### config.mk
export PLATFORM = sky130hd
export DESIGN_NAME = pc_fetch_unit
export DESIGN_NICKNAME = d
export VERILOG_FILES = /design/src/rtl/pc_unit_pkg.sv /design/src/rtl/pc_ctrl.sv /design/src/rtl/pc_datapath.sv /design/src/rtl/pc_fetch_unit.sv
export SDC_FILE = /design/constraint.sdc
export NUM_CORES = 1
export LEC_CHECK = 0
export BUFFER_PORTS_ARGS = -buffer_cell sky130_fd_sc_hd__buf_4
export CAP_MARGIN = 10
export CORE_ASPECT_RATIO = 0.6
export CORE_MARGIN = 4
export CORE_UTILIZATION = 35
export CTS_CLUSTER_DIAMETER = 150
export DETAILED_ROUTE_END_ITERATION = 8
export GPL_TIMING_DRIVEN = 0
export HOLD_SLACK_MARGIN = 0.02
export PLACE_DENSITY = 0.52
export SLEW_MARGIN = 0
export SYNTH_ARGS = -nofsm -noshare
export SYNTH_HDL_FRONTEND = slang
export SYNTH_HIERARCHICAL = 1
export SYNTH_SLANG_ARGS = --single-unit
### constraint.sdc
create_clock -name clk -period 3.9 [get_ports clk]
set_input_delay 0.195 -clock clk [delete_from_list [all_inputs] [get_ports clk]]
set_output_delay 0.195 -clock clk [all_outputs]
set_load 0.05 [all_outputs]
### src/rtl/pc_unit_pkg.sv
package pc_unit_pkg;
  // Strobes from control to datapath for one cycle
  typedef struct packed {
    logic advance;   // write the adder result into the PC
    logic useDisp;   // adder operand B is the scaled displacement
    logic loadDisp;  // capture the displacement input
  } pcCtl_t;
endpackage

### src/rtl/pc_ctrl.sv
module pc_ctrl
  import pc_unit_pkg::*;
(
  input  logic   clk,
  input  logic   rst,
  input  logic   stall,
  input  logic   branchTaken,
  output pcCtl_t ctl,
  output logic   annul
);
  logic pendQ;

  always_comb begin
    ctl = '0;
    if (!stall) begin
      if (pendQ) begin
        ctl.advance = 1'b1;
        ctl.useDisp = 1'b1;
      end else if (branchTaken) begin
        ctl.loadDisp = 1'b1;
      end else begin
        ctl.advance = 1'b1;
      end
    end
  end

  always_ff @(posedge clk or posedge rst) begin
    if (rst)         pendQ <= 1'b0;
    else if (!stall) pendQ <= pendQ ? 1'b0 : branchTaken;
  end

  assign annul = pendQ;

  AST_BRANCH_ARMS_ANNUL: assert property (@(posedge clk) disable iff (rst)
    (!stall && !annul && branchTaken) |=> annul);
  AST_ANNUL_ONE_SLOT: assert property (@(posedge clk) disable iff (rst)
    (annul && !stall) |=> !annul);
  AST_STALL_KEEPS_ANNUL: assert property (@(posedge clk) disable iff (rst)
    stall |=> annul == $past(annul));
  AST_STROBE_IN_ANNUL_IGNORED: assert property (@(posedge clk) disable iff (rst)
    (annul && !stall && branchTaken) |=> !annul);
endmodule

### src/rtl/pc_datapath.sv
module pc_datapath
  import pc_unit_pkg::*;
#(
  parameter int          PC_W      = 32,
  parameter int          DISP_W    = 16,
  parameter logic [31:0] RESET_VEC = 32'h0000_0000
) (
  input  logic              clk,
  input  logic              rst,
  input  pcCtl_t            ctl,
  input  logic [DISP_W-1:0] dispIn,
  output logic [PC_W-1:0]   pcOut
);
  localparam int            EXT_W = PC_W - DISP_W - 2;
  localparam logic [PC_W-1:0] STEP  = PC_W'(4);
  localparam logic [PC_W-1:0] VEC   = PC_W'(RESET_VEC);

  logic [PC_W-1:0]   pcQ;
  logic [DISP_W-1:0] dispQ;
  logic [PC_W-1:0]   scaledDisp;
  logic [PC_W-1:0]   operandB;
  logic [PC_W-1:0]   sum;

  generate
    if (EXT_W > 0) begin : g_ext
      assign scaledDisp = {{EXT_W{dispQ[DISP_W-1]}}, dispQ, 2'b00};
    end else begin : g_trunc
      assign scaledDisp = PC_W'({dispQ, 2'b00});
    end
  endgenerate

  assign operandB = ctl.useDisp ? scaledDisp : STEP;
  assign sum      = pcQ + operandB;

  always_ff @(posedge clk or posedge rst) begin
    if (rst) begin
      pcQ   <= VEC;
      dispQ <= '0;
    end else begin
      if (ctl.advance)  pcQ   <= sum;
      if (ctl.loadDisp) dispQ <= dispIn;
    end
  end

  assign pcOut = pcQ;

  AST_HOLD_WITHOUT_ADVANCE: assert property (@(posedge clk) disable iff (rst)
    !ctl.advance |=> $stable(pcQ));
  AST_STEP_FOUR: assert property (@(posedge clk) disable iff (rst)
    (ctl.advance && !ctl.useDisp) |=> pcQ == $past(pcQ) + STEP);
  AST_WORD_ALIGN: assert property (@(posedge clk) disable iff (rst)
    pcQ[1:0] == VEC[1:0]);
endmodule

### src/rtl/pc_fetch_unit.sv
module pc_fetch_unit
  import pc_unit_pkg::*;
#(
  parameter int          PC_W      = 32,
  parameter int          DISP_W    = 16,
  parameter logic [31:0] RESET_VEC = 32'h0000_0000
) (
  input  logic              clk,
  input  logic              rst,
  input  logic              stall,
  input  logic              branchTaken,
  input  logic [DISP_W-1:0] branchDisp,
  output logic [PC_W-1:0]   fetchPc,
  output logic              annul
);
  pcCtl_t ctl;

  pc_ctrl u_ctrl (
    .clk(clk), .rst(rst), .stall(stall), .branchTaken(branchTaken),
    .ctl(ctl), .annul(annul)
  );

  pc_datapath #(.PC_W(PC_W), .DISP_W(DISP_W), .RESET_VEC(RESET_VEC)) u_dp (
    .clk(clk), .rst(rst), .ctl(ctl), .dispIn(branchDisp), .pcOut(fetchPc)
  );

  AST_RESET_STATE: assert property (@(posedge clk)
    $fell(rst) |-> (fetchPc == PC_W'(RESET_VEC) && !annul));
endmodule

Word level (Yosys, flattened, before mapping):

Index checks and enable logic that the tools add are counted.

* register bits: 49
* input port bits: 20
* output and inout port bits: 33
* word-level logic and storage cells: 12

* add/subtract/negate cells: 1
* multiplexer cells: 8

Operator list (count)
* $add A32 B32 Y32: 1
* $mux W32: 1
* $mux W1: 6
* $mux W3: 1

Depth between registers and ports, before layout:

Gate-level depths: netlist of the first run.

* depth in word-level cells: 5
* gate-level depth with buffers: 13

Hierarchy:

Netlist of the first run, hierarchy kept.

By module, submodules not included
* pc_datapath: times used 1, cells an instance 342, area each 3288.2 µm²
* pc_ctrl: times used 1, cells an instance 7, area each 61.3 µm²

Worst setup path after synthesis of the first run:

OpenSTA, ideal clock, no wires.

* kind: reg2reg
* start point: register u_ctrl.pendQ, in the netlist u_ctrl/annul
* end point: register u_dp.pcQ[24], in the netlist u_dp/pcOut[24]
* library setup time: 0.146 ns
* arrival: 3.090 ns
* required time: 3.754 ns
* setup slack: 0.664 ns
* stages on the path, launching flop included: 13
* clock period less this slack: 3.236 ns
* path through: dfrtp_1 inv_1 nor2_1 clkbuf_1 nand2_1 fa_1 nand2b_1 a211oi_2 o2111ai_1 a2bb2oi_2 mux2_4 nand2_1 xnor2_1

RTL lines
* start, declared: line pc_ctrl.sv:11 `logic pendQ;`
* start signal, assigned: line pc_ctrl.sv:29 `else if (!stall) pendQ <= pendQ ? 1'b0 : branchTaken;`
* end signal, assigned: line pc_datapath.sv:40 `if (ctl.advance) pcQ <= sum;`
* end, declared: line pc_datapath.sv:18 `logic [PC_W-1:0] pcQ;`

==> flow_summary.yaml, run 1 <==
placed_design:
  place_ws_ns: 0.2358
  gp_routability_congestion: 0.8887
  half_perimeter_wire_length_after_placement_um: 6749
  place_inst: 531
  post_place_instance_area_um2: 3911
  port_buffers: 50
yosys:
  synthXorXnorAreaFrac_pct: 7.845
  synth-compound-area-share_pct: 14.61
  synth.yosys.warnings: 6
  syn-cell-area_um2: 3349
  ys_ff_latch: 47
  synth_area_per_cell_um2: 9.597
  post_synth_and_or_nand_nor_area_fraction_pct: 19.05
  async_reset_ff_share_pct: 100.0
  post_syn_instances: 349
  ys_seq_area_share_pct: 35.11
  combinational_family_with_the_most_area_after_synthesis: "simple AND/OR/NAND/NOR gates"
  synth.distinct_cells: 62
  synth_enable_flop_cells: 0
  portion_of_netlist_area_occupied_by_mux_cells_pct: 12.59
  synthFlopType: "sky130_fd_sc_hd__dfrtp_1"
  post_synth_fa_ha_maj_area_fraction_pct: 6.537
final_layout:
  layout-area-overhead-vs-synth_pct: 21.63
  mostFrequentLayoutCell: "sky130_fd_sc_hd__buf_4"
  n_antenna_cell: 0
  count_of_filler_cells_inserted_in_the_layout: 924
  nets: 445
  finish.cell_count_without_fillers: 540
  layout.cell_area.non_filler_um2: 4074
  post_route_cells_drive_above_1_share_pct: 29.27
  layout.cells.most_common_list: "52 x sky130_fd_sc_hd__buf_4, 47 x sky130_fd_sc_hd__dfrtp_1, 29 x sky130_fd_sc_hd__mux2_2"
  layout.core_utilization_pct: 44.01
grt:
  vias_in_the_first_global_route: 2676
  gr-total-overflow: 0
  grt_max_degree: 25
  globalRouteTotalUtil_pct: 16.01
  grt.busiest_layer: "met1"
  grt_first_pass_wirelength_um: 14410
  grtUsageMet2_pct: 19.64
  grt_use_met3_pct: 3.855
  grt_antenna_before_repair: 0
  global_route.usage.met1_pct: 26.47
worst_setup_path:
  critPathSlowestCell: "sky130_fd_sc_hd__fa_1"
  r2r_setup_slk_ns: 0.49
  crit_path_max_incr_delay_ns: 0.45
  timing.critical_path.from: "u_ctrl/annul$_DFFE_PP0N_"
  critPathMostFrequentCell: "sky130_fd_sc_hd__nand2_1"
  timing.critical_path.cells: "inv_1, nor2_2, clkbuf_2, nand2_1, fa_1, nand2b_1, a211oi_2, o2111ai_1, a2bb2oi_2, mux2_4, nand2_1, xnor2_1"
  critical_path.startpoint_type: "flip-flop"
  crit_required_ns: 4.12
  worst_path_max_fanout: 10
  endpoint_arrival_time_on_the_critical_path_ns: 3.63
  critical_path.endpoint_type: "flip-flop"
  r2r-start: "u_ctrl/annul$_DFFE_PP0N_"
  critPathKind: "flip-flop to flip-flop"
floorplan:
  floorplan.io_pins: 53
  rows: 27
  die_h_um: 83.78
  floorplan.die_area_um2: 11250
  placeableCoreArea_um2: 9256
  die-width_um: 134.3
  initial_core_util_pct: 36.19
route:
  first_iter_violations: 159
  via_count: 2751
  detail_routed_net_length_per_standard_cell_um: 15.83
  drt-vias-per-instance: 5.094
  drtPass1Iterations: 4
  antenna_left: 0
  routed_wirelength_um: 8549
  drc_errors: 0
min_path:
  holdCritStartpoint: "branchDisp[1]"
  hold_path.class: "input pin to flip-flop"
timing:
  period_minus_slack_ns: 3.408
  worst_slack_ns: 0.4922
  slew-limit-headroom_pct: 62.08
  fmax_mhz: 293.4
  post-route-period-util_pct: 87.38
  drv_slew: 0
  finalClockSkew_ns: 0.007969
  max_slew.worst_pin.slew_ns: 0.5680
  finalSetupViolations: 0
  final.setup.tns_ns: 0
  grt_setup_unrepaired: "false"
  final_hold_viol_count: 0
clock_tree:
  cts.root.buffer_cell: "sky130_fd_sc_hd__clkbuf_16"
  worst_skew_pair.late_latency_ns: 0.30
  cts.path.max_buffers: 2
  clkSlewWorstSetupHoldPaths_ns: 0.07
  cts-buffers-inserted: 5
  cts.htree.levels: 2
  cts_num_sinks: 47
  tritoncts: "yes"
power_and_ir_drop:
  max-vdd-ir-drop_mv: 0.2473
  power_density_over_the_cells_nw_per_um2: 767.7
  power.leakage_nw: 1.852
run:
  cap_violations: 0
status:
  outcome: "completed"
-- worst max-delay path, delay by kind of cell (launching register included) --
family / cells / cell delay [ns]
flip-flops: 1 / 0.40
adder cells (fa/ha/maj): 1 / 0.45
multiplexers: 1 / 0.34
AO/OA/AOI/OAI: 3 / 0.94
XOR/XNOR: 1 / 0.11
AND/OR/NAND/NOR: 4 / 0.72
buffers and inverters: 2 / 0.37
-- logic make-up (layout without fill, tap and decap cells) --
| family | Yosys count | count (layout) |
|---|---|---|
| XOR/XNOR | 30 | 30 |
| multiplexers | 38 | 38 |
| other | 1 | 2 |
| flip-flops | 47 | 47 |
| AND/OR/NAND/NOR | 119 | 119 |
| adder cells (fa/ha/maj) | 17 | 17 |
| AO/OA/AOI/OAI | 70 | 70 |
| buffers and inverters | 27 | 87 |
-- report_power, final --
part | internal (mW) | switching, mW | total, mW
Combinational | 0.645 | 1.16 | 1.81
Clock | 0.240 | 0.205 | 0.445
Sequential | 0.677 | 0.197 | 0.874
Total | 1.56 | 1.56 | 3.13
-- per-layer routing --
layer | vias up | share of wire [%]
met5 | - | 0
met4 | 0 | 1.1
met3 | 7 | 6.6
met2 | 75 | 36
met1 | 1291 | 56
li1 | 1378 | -
-- cell type report --
| cell class | count | area (um^2) | area share (%) |
|---|---|---|---|
| well taps | 130 | 162.7 | 3.993 |
| plain buffers | 19 | 110.1 | 2.703 |
| flip-flops and latches | 47 | 1176 | 28.87 |
| clock inverters | 3 | 23.77 | 0.5835 |
| repair buffers | 52 | 405.4 | 9.951 |
| clock buffers | 5 | 125.1 | 3.071 |
| inverters | 8 | 30.03 | 0.7371 |
| multi-input cells | 276 | 2041 | 50.09 |
-- sequential cells by signal (all words and copies together), names as in the netlist --
name / flops
u_dp/dispQ: 16
u_ctrl/annul: 1
u_dp/pcOut: 30
-- final timing paths --
check,to,cells after the start
worst max-delay path,u_dp/pcOut[24]$_DFFE_PP0P_,12
worst min-delay path,u_dp/dispQ[1]$_DFFE_PP0P_,2
worst min register to register,u_dp/pcOut[31]$_DFFE_PP0P_,1
min in group asynchronous,u_ctrl/annul$_DFFE_PP0N_,3
max in group asynchronous,u_dp/pcOut[11]$_DFFE_PP0P_,4
worst max register to register,u_dp/pcOut[24]$_DFFE_PP0P_,12
-- cell usage after synthesis (5+ instances only) --
library cell               number  share of area, %
sky130_fd_sc_hd__nand3_1       15               2.2
sky130_fd_sc_hd__xor2_1         9               2.4
sky130_fd_sc_hd__clkbuf_1       5              0.56
sky130_fd_sc_hd__a21oi_1       24               3.6
sky130_fd_sc_hd__xnor2_1       21               5.5
sky130_fd_sc_hd__nor3_1         8               1.2
sky130_fd_sc_hd__a21o_1         7               1.6
sky130_fd_sc_hd__mux2_2        29               9.7
sky130_fd_sc_hd__o21ai_0       11               1.6
sky130_fd_sc_hd__nor2_1        20               2.2
sky130_fd_sc_hd__nand2_1       26               2.9
sky130_fd_sc_hd__and2_1        16               3.0
sky130_fd_sc_hd__and3_1         7               1.3
sky130_fd_sc_hd__dfrtp_1       47                35
sky130_fd_sc_hd__buf_2          5              0.75
sky130_fd_sc_hd__ha_1          15               5.6
sky130_fd_sc_hd__nand2b_1       5              0.93
sky130_fd_sc_hd__inv_1          8              0.90
sky130_fd_sc_hd__mux2i_1        8               2.4
-- what timing repair did --
action,CTS,global route
endpoints found under the hold margin,23,0
hold buffers,1,0
resized for setup,0,3
buffers inserted,0,0
endpoints found under the setup margin,0,6
-- metrics by stage --
step,power [mW],hold slack (ns)
finish,3.128,0.1249
global route,3.344,0.1238
global placement,2.675,0.04874
floorplan,2.183,-0.07629
CTS,3.155,0.1160
detailed placement,2.693,0.05393
(Power assumes the default switching activity.)
==> run 2, diff against run 1 <==
Settings changed: ABC_AREA set to 1, PLACE_DENSITY 0.52 to 0.51.
==> run 2 against run 1 <==
  * Clock power increased by 3%
  * Count of clock-buffer cells in the layout increased by 1
  * Global-route usage up 3.5 points
  * Clock skew increased by 0.0041 ns
  * Core utilization fell by 1.3 points
  * Final area is 19% higher
  * Largest power group unchanged
  * Highest routed layer unchanged
==> flow_summary.yaml, run 2 <==
final_layout:
  largest_register_ff_count: 30
  post_route_cells_drive_above_1_share_pct: 17.97
  count_of_filler_cells_inserted_in_the_layout: 1224
  mostFrequentLayoutCell: "sky130_fd_sc_hd__nand2_1"
  area_of_all_sequential_standard_cells_um2: 1176
  layout.cell_area.non_filler_um2: 4837
  layout.cells.most_common_list: "221 x sky130_fd_sc_hd__nand2_1, 91 x sky130_fd_sc_hd__inv_1, 56 x sky130_fd_sc_hd__nand3_1"
  layout.core_utilization_pct: 42.67
  layout-area-overhead-vs-synth_pct: 18.52
  nets: 714
  finish.cell_count_without_fillers: 839
  n_antenna_cell: 0
  multiInputGateArea_um2: 2435
clock_tree:
  cts.root.buffer_cell: "sky130_fd_sc_hd__clkbuf_16"
  clkSlewWorstSetupHoldPaths_ns: 0.08
  tritoncts: "yes"
  post_cts_resized: 0
  cts.htree.levels: 2
  cts-buffers-inserted: 5
  worst_skew_pair.late_latency_ns: 0.30
  cts_num_sinks: 47
  cts_setup_buffers: 0
  cts.path.max_buffers: 2
route:
  met2RoutedLength_um: 4410
  top_layer_used: "met4"
  via_count: 4071
  met3_wirelength_um: 1116
  first_iter_violations: 436
  drc_errors: 0
  antenna_left: 0
  routed_wirelength_um: 13050
  drtPass1Iterations: 7
  drt-met1-wl_um: 7397
  detail_routed_net_length_per_standard_cell_um: 15.56
  drt-vias-per-instance: 4.852
worst_setup_path:
  crit_path_max_incr_delay_ns: 0.38
  critical_path.endpoint_type: "flip-flop"
  critPathKind: "flip-flop to flip-flop"
  worst_path_dominant_cell_family: "simple AND/OR/NAND/NOR gates"
  worstPathBufferInverterCount: 6
  endpoint_arrival_time_on_the_critical_path_ns: 3.66
  worst_path_max_fanout: 10
  crit_required_ns: 4.09
  timing.critical_path.from: "u_ctrl/annul$_DFFE_PP0N_"
  timing.critical_path.cells: "inv_1, nor2_1, buf_6, buf_2, buf_1, nand2_1, ha_1, inv_1, fa_1, inv_1, nand3_1, nand3_1, nand2_1, nand3_1, nand2_1, nand2_1, nand2_1, nand3_1, nand3_1, nand2_1"
  critPathSlowestCell: "sky130_fd_sc_hd__dfrtp_1"
  r2r-start: "u_ctrl/annul$_DFFE_PP0N_"
  critPathMostFrequentCell: "sky130_fd_sc_hd__nand2_1"
  critical_path.startpoint_type: "flip-flop"
yosys:
  ys_ff_latch: 47
  synth.distinct_cells: 36
  post_synth_main_area_contributors: "sky130_fd_sc_hd__dfrtp_1 29%, sky130_fd_sc_hd__nand2_1 20%, sky130_fd_sc_hd__inv_1 8.5%"
  synth.top_cells.by_count: "221 x sky130_fd_sc_hd__nand2_1, 92 x sky130_fd_sc_hd__inv_1, 56 x sky130_fd_sc_hd__nand3_1"
  async_reset_ff_share_pct: 100.0
  ys_seq_area_share_pct: 28.82
  synthFlopType: "sky130_fd_sc_hd__dfrtp_1"
  syn-cell-area_um2: 4081
  yosys.area.top_type: "sky130_fd_sc_hd__dfrtp_1"
  synth_enable_flop_cells: 0
  synth.yosys.warnings: 6
  post_syn_instances: 618
  synth_area_per_cell_um2: 6.604
  synth_most_common_cell: "sky130_fd_sc_hd__nand2_1"
  synth.top_cell.area_share_pct: 28.82
timing:
  final.setup.tns_ns: 0
  post-route-period-util_pct: 88.95
  max_slew.worst_pin.slew_ns: 0.7015
  finalClockSkew_ns: 0.01205
  worst_slack_ns: 0.4311
  period_minus_slack_ns: 3.469
  fmax_mhz: 288.3
  drv_slew: 0
  finalSetupViolations: 0
  final_hold_viol_count: 0
  grt_setup_unrepaired: "false"
  slew-limit-headroom_pct: 53.23
power_and_ir_drop:
  netSwitchingFraction_pct: 53.85
  power.leakage_nw: 2.710
  comb_power_share_pct: 59.8
  max-vdd-ir-drop_mv: 0.2453
  pwr-share-seq_pct: 26.3
  clock_power_share_pct: 13.9
  p_switching_mw: 1.774
  cell_internal_pwr_mw: 1.520
  power_density_over_the_cells_nw_per_um2: 681.0
floorplan:
  initial_core_util_pct: 36.00
  placeableCoreArea_um2: 11340
  floorplan.die_area_um2: 13510
  rows: 30
  floorplan.io_pins: 53
  die-width_um: 147.4
  die_h_um: 91.65
placed_design:
  post_place_instance_area_um2: 4681
  place_ws_ns: 0.4613
  gp_routability_congestion: 0.8819
  place_inst: 830
  half_perimeter_wire_length_after_placement_um: 10690
  port_buffers: 50
grt:
  grt_max_degree: 38
  gr-total-overflow: 0
  grt_antenna_before_repair: 0
  grt_first_pass_wirelength_um: 20620
  globalRouteTotalUtil_pct: 19.55
  vias_in_the_first_global_route: 3722
run:
  cap_violations: 0
status:
  outcome: "completed"
min_path:
  hold_path.class: "input pin to flip-flop"
  holdCritStartpoint: "branchDisp[0]"
run 2: cell count changes after synthesis, moves of 9 or more:
cell,delta
sky130_fd_sc_hd__xnor2_1,-10
sky130_fd_sc_hd__o21ai_0,+11
sky130_fd_sc_hd__nand3_1,+41
sky130_fd_sc_hd__mux2_2,-14
sky130_fd_sc_hd__a21oi_1,-9
sky130_fd_sc_hd__nor2_1,+18
sky130_fd_sc_hd__nand2_4,+9
sky130_fd_sc_hd__nand2_1,+195
sky130_fd_sc_hd__inv_1,+84
sky130_fd_sc_hd__and2_1,-16
run 2: cell type report:
cell class	instances	share of cell area, %
buffer	17	2.354
tap	160	4.139
timing repair buffer	52	8.381
clock buffer	6	2.664
inverter	96	7.450
multi-input combinational	459	50.34
clock inverter	2	0.3621
sequential	47	24.31
run 2: final timing paths:
kind / end / slack, ns / cells past startpoint
worst max-delay path: u_dp/pcOut[26]$_DFFE_PP0P_ / 0.43 / 20
worst min register to register: u_dp/dispQ[8]$_DFFE_PP0P_ / 0.51 / 1
worst max register to register: u_dp/pcOut[26]$_DFFE_PP0P_ / 0.43 / 20
min in group asynchronous: u_ctrl/annul$_DFFE_PP0N_ / 0.29 / 3
max in group asynchronous: u_dp/pcOut[16]$_DFFE_PP0P_ / 2.97 / 4
worst min-delay path: u_dp/dispQ[0]$_DFFE_PP0P_ / 0.10 / 3
run 2: per-layer routing:
metal	vias up	GRT usage (%)
li1	2039	-
met1	1874	33.52
met2	150	23.77
met3	8	4.148
met4	0	3.643
met5	-	0
run 2: tightest hold or removal path, delay by kind of cell:
| kind | cells | cell delay, ns |
|---|---|---|
| AO/OA/AOI/OAI | 1 | 0.06 |
| buffers and inverters | 1 | 0.08 |
| AND/OR/NAND/NOR | 1 | 0.04 |
run 2: power groups by stage:
stage	registers, mW	clock network (mW)	logic, mW
after floorplan	1.32	0	0.942
after global placement	0.873	0	1.94
after detailed placement	0.877	0	1.96
after CTS	0.870	0.467	1.96
after global routing	0.900	0.487	2.14
final	0.867	0.457	1.97
run 2: cell families after synthesis:
logic type	count (synthesis)	share of synthesized area, %
compound gates	53	7.204
xor+xnor	18	3.863
fa+ha+maj	16	5.089
buf+inv	113	11.62
flops	47	28.82
mux	15	4.139
other cells	1	0.09188
simple gates	355	39.18
run 2: what timing repair did:
item	in CTS	in global routing
endpoints found under the setup margin	0	0
hold buffers	1	0
hold endpoints to repair	10	0
run 2: through the flow:
| stage | hold slack, ns | power, mW |
|---|---|---|
| 6_report | 0.1009 | 3.294 |
| 5_1_grt | 0.1135 | 3.524 |
| 4_1_cts | 0.1011 | 3.300 |
| 3_5_place_dp | 0.05431 | 2.833 |
| 3_3_place_gp | 0.04691 | 2.815 |
| 2_1_floorplan | -0.07629 | 2.267 |
==> run 3, diff against run 2 <==
Settings changed: BUFFER_PORTS_ARGS -buffer_cell sky130_fd_sc_hd__buf_4 to unset, DONT_BUFFER_PORTS set to 1, PLACE_DENSITY 0.51 to 0.47.
==> run 3 against run 2 <==
  * Critical path depth decreased by 2
  * Hold slack got worse by 0.070 ns
  * Wire length decreased by 0.34%
  * Cell count decreased by 6.0%
  * Largest cell class unchanged
==> flow_summary.yaml, run 3 (synthesis gave the netlist of run 2 again) <==
status:
  outcome: "completed"
worst_setup_path:
  critical_path.reg2reg.endpoint: "u_dp/pcOut[26]$_DFFE_PP0P_"
  endpoint_arrival_time_on_the_critical_path_ns: 3.64
  critPathKind: "flip-flop to flip-flop"
  worst_path_max_fanout: 19
  critical_path.endpoint_type: "flip-flop"
  r2r-start: "u_ctrl/annul$_DFFE_PP0N_"
  r2r_setup_slk_ns: 0.45
  crit_required_ns: 4.09
  critical_path.startpoint_type: "flip-flop"
  r2r_cells: 18
run:
  cap_violations: 0
final_layout:
  largest_register_ff_count: 30
  layout-area-overhead-vs-synth_pct: 9.534
  mostFrequentLayoutCell: "sky130_fd_sc_hd__nand2_1"
  post_route_cells_drive_above_1_share_pct: 11.76
  layout.cells.most_common_list: "221 x sky130_fd_sc_hd__nand2_1, 91 x sky130_fd_sc_hd__inv_1, 56 x sky130_fd_sc_hd__nand3_1"
  count_of_filler_cells_inserted_in_the_layout: 1247
  layout.cell_area.non_filler_um2: 4471
  nets: 664
  n_antenna_cell: 0
min_path:
  worst_hold_path.endpoint: "u_dp/dispQ[0]$_DFFE_PP0P_"
  holdCritStartpoint: "branchDisp[0]"
  hold_path.class: "input pin to flip-flop"
  hold_path_depth: 2
placed_design:
  half_perimeter_wire_length_after_placement_um: 10800
  gp_routability_congestion: 0.9341
  post_place_instance_area_um2: 4305
  port_buffers: 0
timing:
  drv_slew: 0
  fmax_mhz: 289.6
  period_minus_slack_ns: 3.453
  post-route-period-util_pct: 88.53
  max_slew.worst_pin.slew_ns: 0.7659
  grt_setup_unrepaired: "false"
  slew-limit-headroom_pct: 48.94
  final_hold_viol_count: 0
  finalSetupViolations: 0
  final.setup.tns_ns: 0
  finalClockSkew_ns: 0.003189
floorplan:
  placeableCoreArea_um2: 11340
  floorplan.die_area_um2: 13510
  floorplan.io_pins: 53
  die-width_um: 147.4
  die_h_um: 91.65
  rows: 30
  initial_core_util_pct: 36.00
clock_tree:
  clkSlewWorstSetupHoldPaths_ns: 0.07
  cts.path.max_buffers: 2
  cts-buffers-inserted: 5
  cts.htree.levels: 2
  tritoncts: "yes"
  cts_num_sinks: 47
  cts.root.buffer_cell: "sky130_fd_sc_hd__clkbuf_16"
  worst_skew_pair.late_latency_ns: 0.30
grt:
  globalRouteTotalUtil_pct: 20.04
  grt_antenna_before_repair: 1
  grt_first_pass_wirelength_um: 20890
  grt_max_degree: 31
  gr-total-overflow: 0
  vias_in_the_first_global_route: 3633
route:
  first_iter_violations: 440
  via_count: 3886
  drt-vias-per-instance: 4.925
  antenna_left: 0
  detail_routed_net_length_per_standard_cell_um: 16.49
  drtPass1Iterations: 5
  routed_wirelength_um: 13010
  drc_errors: 0
power_and_ir_drop:
  max-vdd-ir-drop_mv: 0.3182
  comb_power_share_pct: 39.3
  cell_internal_pwr_mw: 1.319
  clock_power_share_pct: 15.3
  power.leakage_nw: 2.467
  netSwitchingFraction_pct: 56.88
  power_density_over_the_cells_nw_per_um2: 684.2
  pwr-share-seq_pct: 45.4
  power_mw: 3.059
  p_switching_mw: 1.740
[run 3: cell types whose count changed in the layout (fill, tap and decap cells not counted), sizes merged]
cell	before	now
buf	62	11
inv	95	97
clkbuf	12	11
dlygate4sd3	1	2
clkinv	3	2
[run 3: through the flow]
step	utilization (%)	worst slack, ns	cells	hold slack (ns)
floorplan	-	0.9240	619	-0.07629
detailed placement	37.98	0.08200	780	-0.07340
global placement	37.80	0.1060	779	-0.07458
finish	39.44	0.4472	789	0.03137
CTS	39.46	0.06070	790	0.02612
global route	39.44	0.1710	789	0.02943
[run 3: worst max-delay path by stage]
stage                     slack, ns                    endpoint                     start
after detailed placement       0.08  u_dp/pcOut[26]$_DFFE_PP0P_  u_ctrl/annul$_DFFE_PP0N_
after global placement         0.11  u_dp/pcOut[26]$_DFFE_PP0P_  u_ctrl/annul$_DFFE_PP0N_
after floorplan                0.92  u_dp/pcOut[26]$_DFFE_PP0P_  u_ctrl/annul$_DFFE_PP0N_
final                          0.45  u_dp/pcOut[26]$_DFFE_PP0P_  u_ctrl/annul$_DFFE_PP0N_
after CTS                      0.06  u_dp/pcOut[26]$_DFFE_PP0P_  u_ctrl/annul$_DFFE_PP0N_
after global routing           0.17  u_dp/pcOut[26]$_DFFE_PP0P_  u_ctrl/annul$_DFFE_PP0N_
[run 3: per-layer routing]
layer / GRT usage, % / vias to the layer above / wire, um
met5: 0 / - / 13
met4: 3.256 / 2 / 73
met3: 5.531 / 7 / 1527
met2: 23.35 / 156 / 4309
met1: 34.55 / 1766 / 7085
li1: - / 1955 / -
[run 3: final cells by class]
cell class              instances  area, um^2  share of cell area, %
plain buffers                  16       110.1                  2.463
clock buffers                   5       125.1                  2.799
clock inverters                 3       22.52                 0.5038
inverters                      96       360.3                  8.060
multi-input cells             459        2435                  54.46
flip-flops and latches         47        1177                  26.34
well taps                     160       200.2                  4.478
repair buffers                  3       40.04                 0.8956
[run 3: timing repair]
| action | CTS | global route |
|---|---|---|
| gates resized for setup | 0 | 1 |
| buffers inserted | 0 | 0 |
| hold buffers | 2 | 0 |
| hold endpoints to repair | 18 | 0 |
| setup endpoints to repair | 0 | 12 |
[run 3: worst max-delay path, cell delays in order (launching register included)]
cell	delay (ns)
sky130_fd_sc_hd__dfrtp_2	0.53
sky130_fd_sc_hd__inv_1	0.13
sky130_fd_sc_hd__nor2_1	0.13
sky130_fd_sc_hd__buf_6	0.19
sky130_fd_sc_hd__buf_2	0.39
sky130_fd_sc_hd__nand2_1	0.19
sky130_fd_sc_hd__fa_1	0.41
sky130_fd_sc_hd__inv_1	0.15
sky130_fd_sc_hd__nand3_1	0.09
sky130_fd_sc_hd__nand3_1	0.21
sky130_fd_sc_hd__nand2_1	0.08
sky130_fd_sc_hd__nand3_1	0.20
sky130_fd_sc_hd__nand2_1	0.08
sky130_fd_sc_hd__nand2_1	0.16
sky130_fd_sc_hd__nand2_1	0.13
sky130_fd_sc_hd__nand2_1	0.08
sky130_fd_sc_hd__nand2_1	0.05
sky130_fd_sc_hd__nand3_1	0.07
sky130_fd_sc_hd__nand2_1	0.06
[run 3: power groups by stage]
stage	sequential [mW]	clock (mW)	combinational, mW
floorplan	1.32	0	0.942
global placement	1.40	0	1.17
detailed placement	1.41	0	1.18
CTS	1.40	0.484	1.19
global route	1.43	0.502	1.36
finish	1.39	0.467	1.20
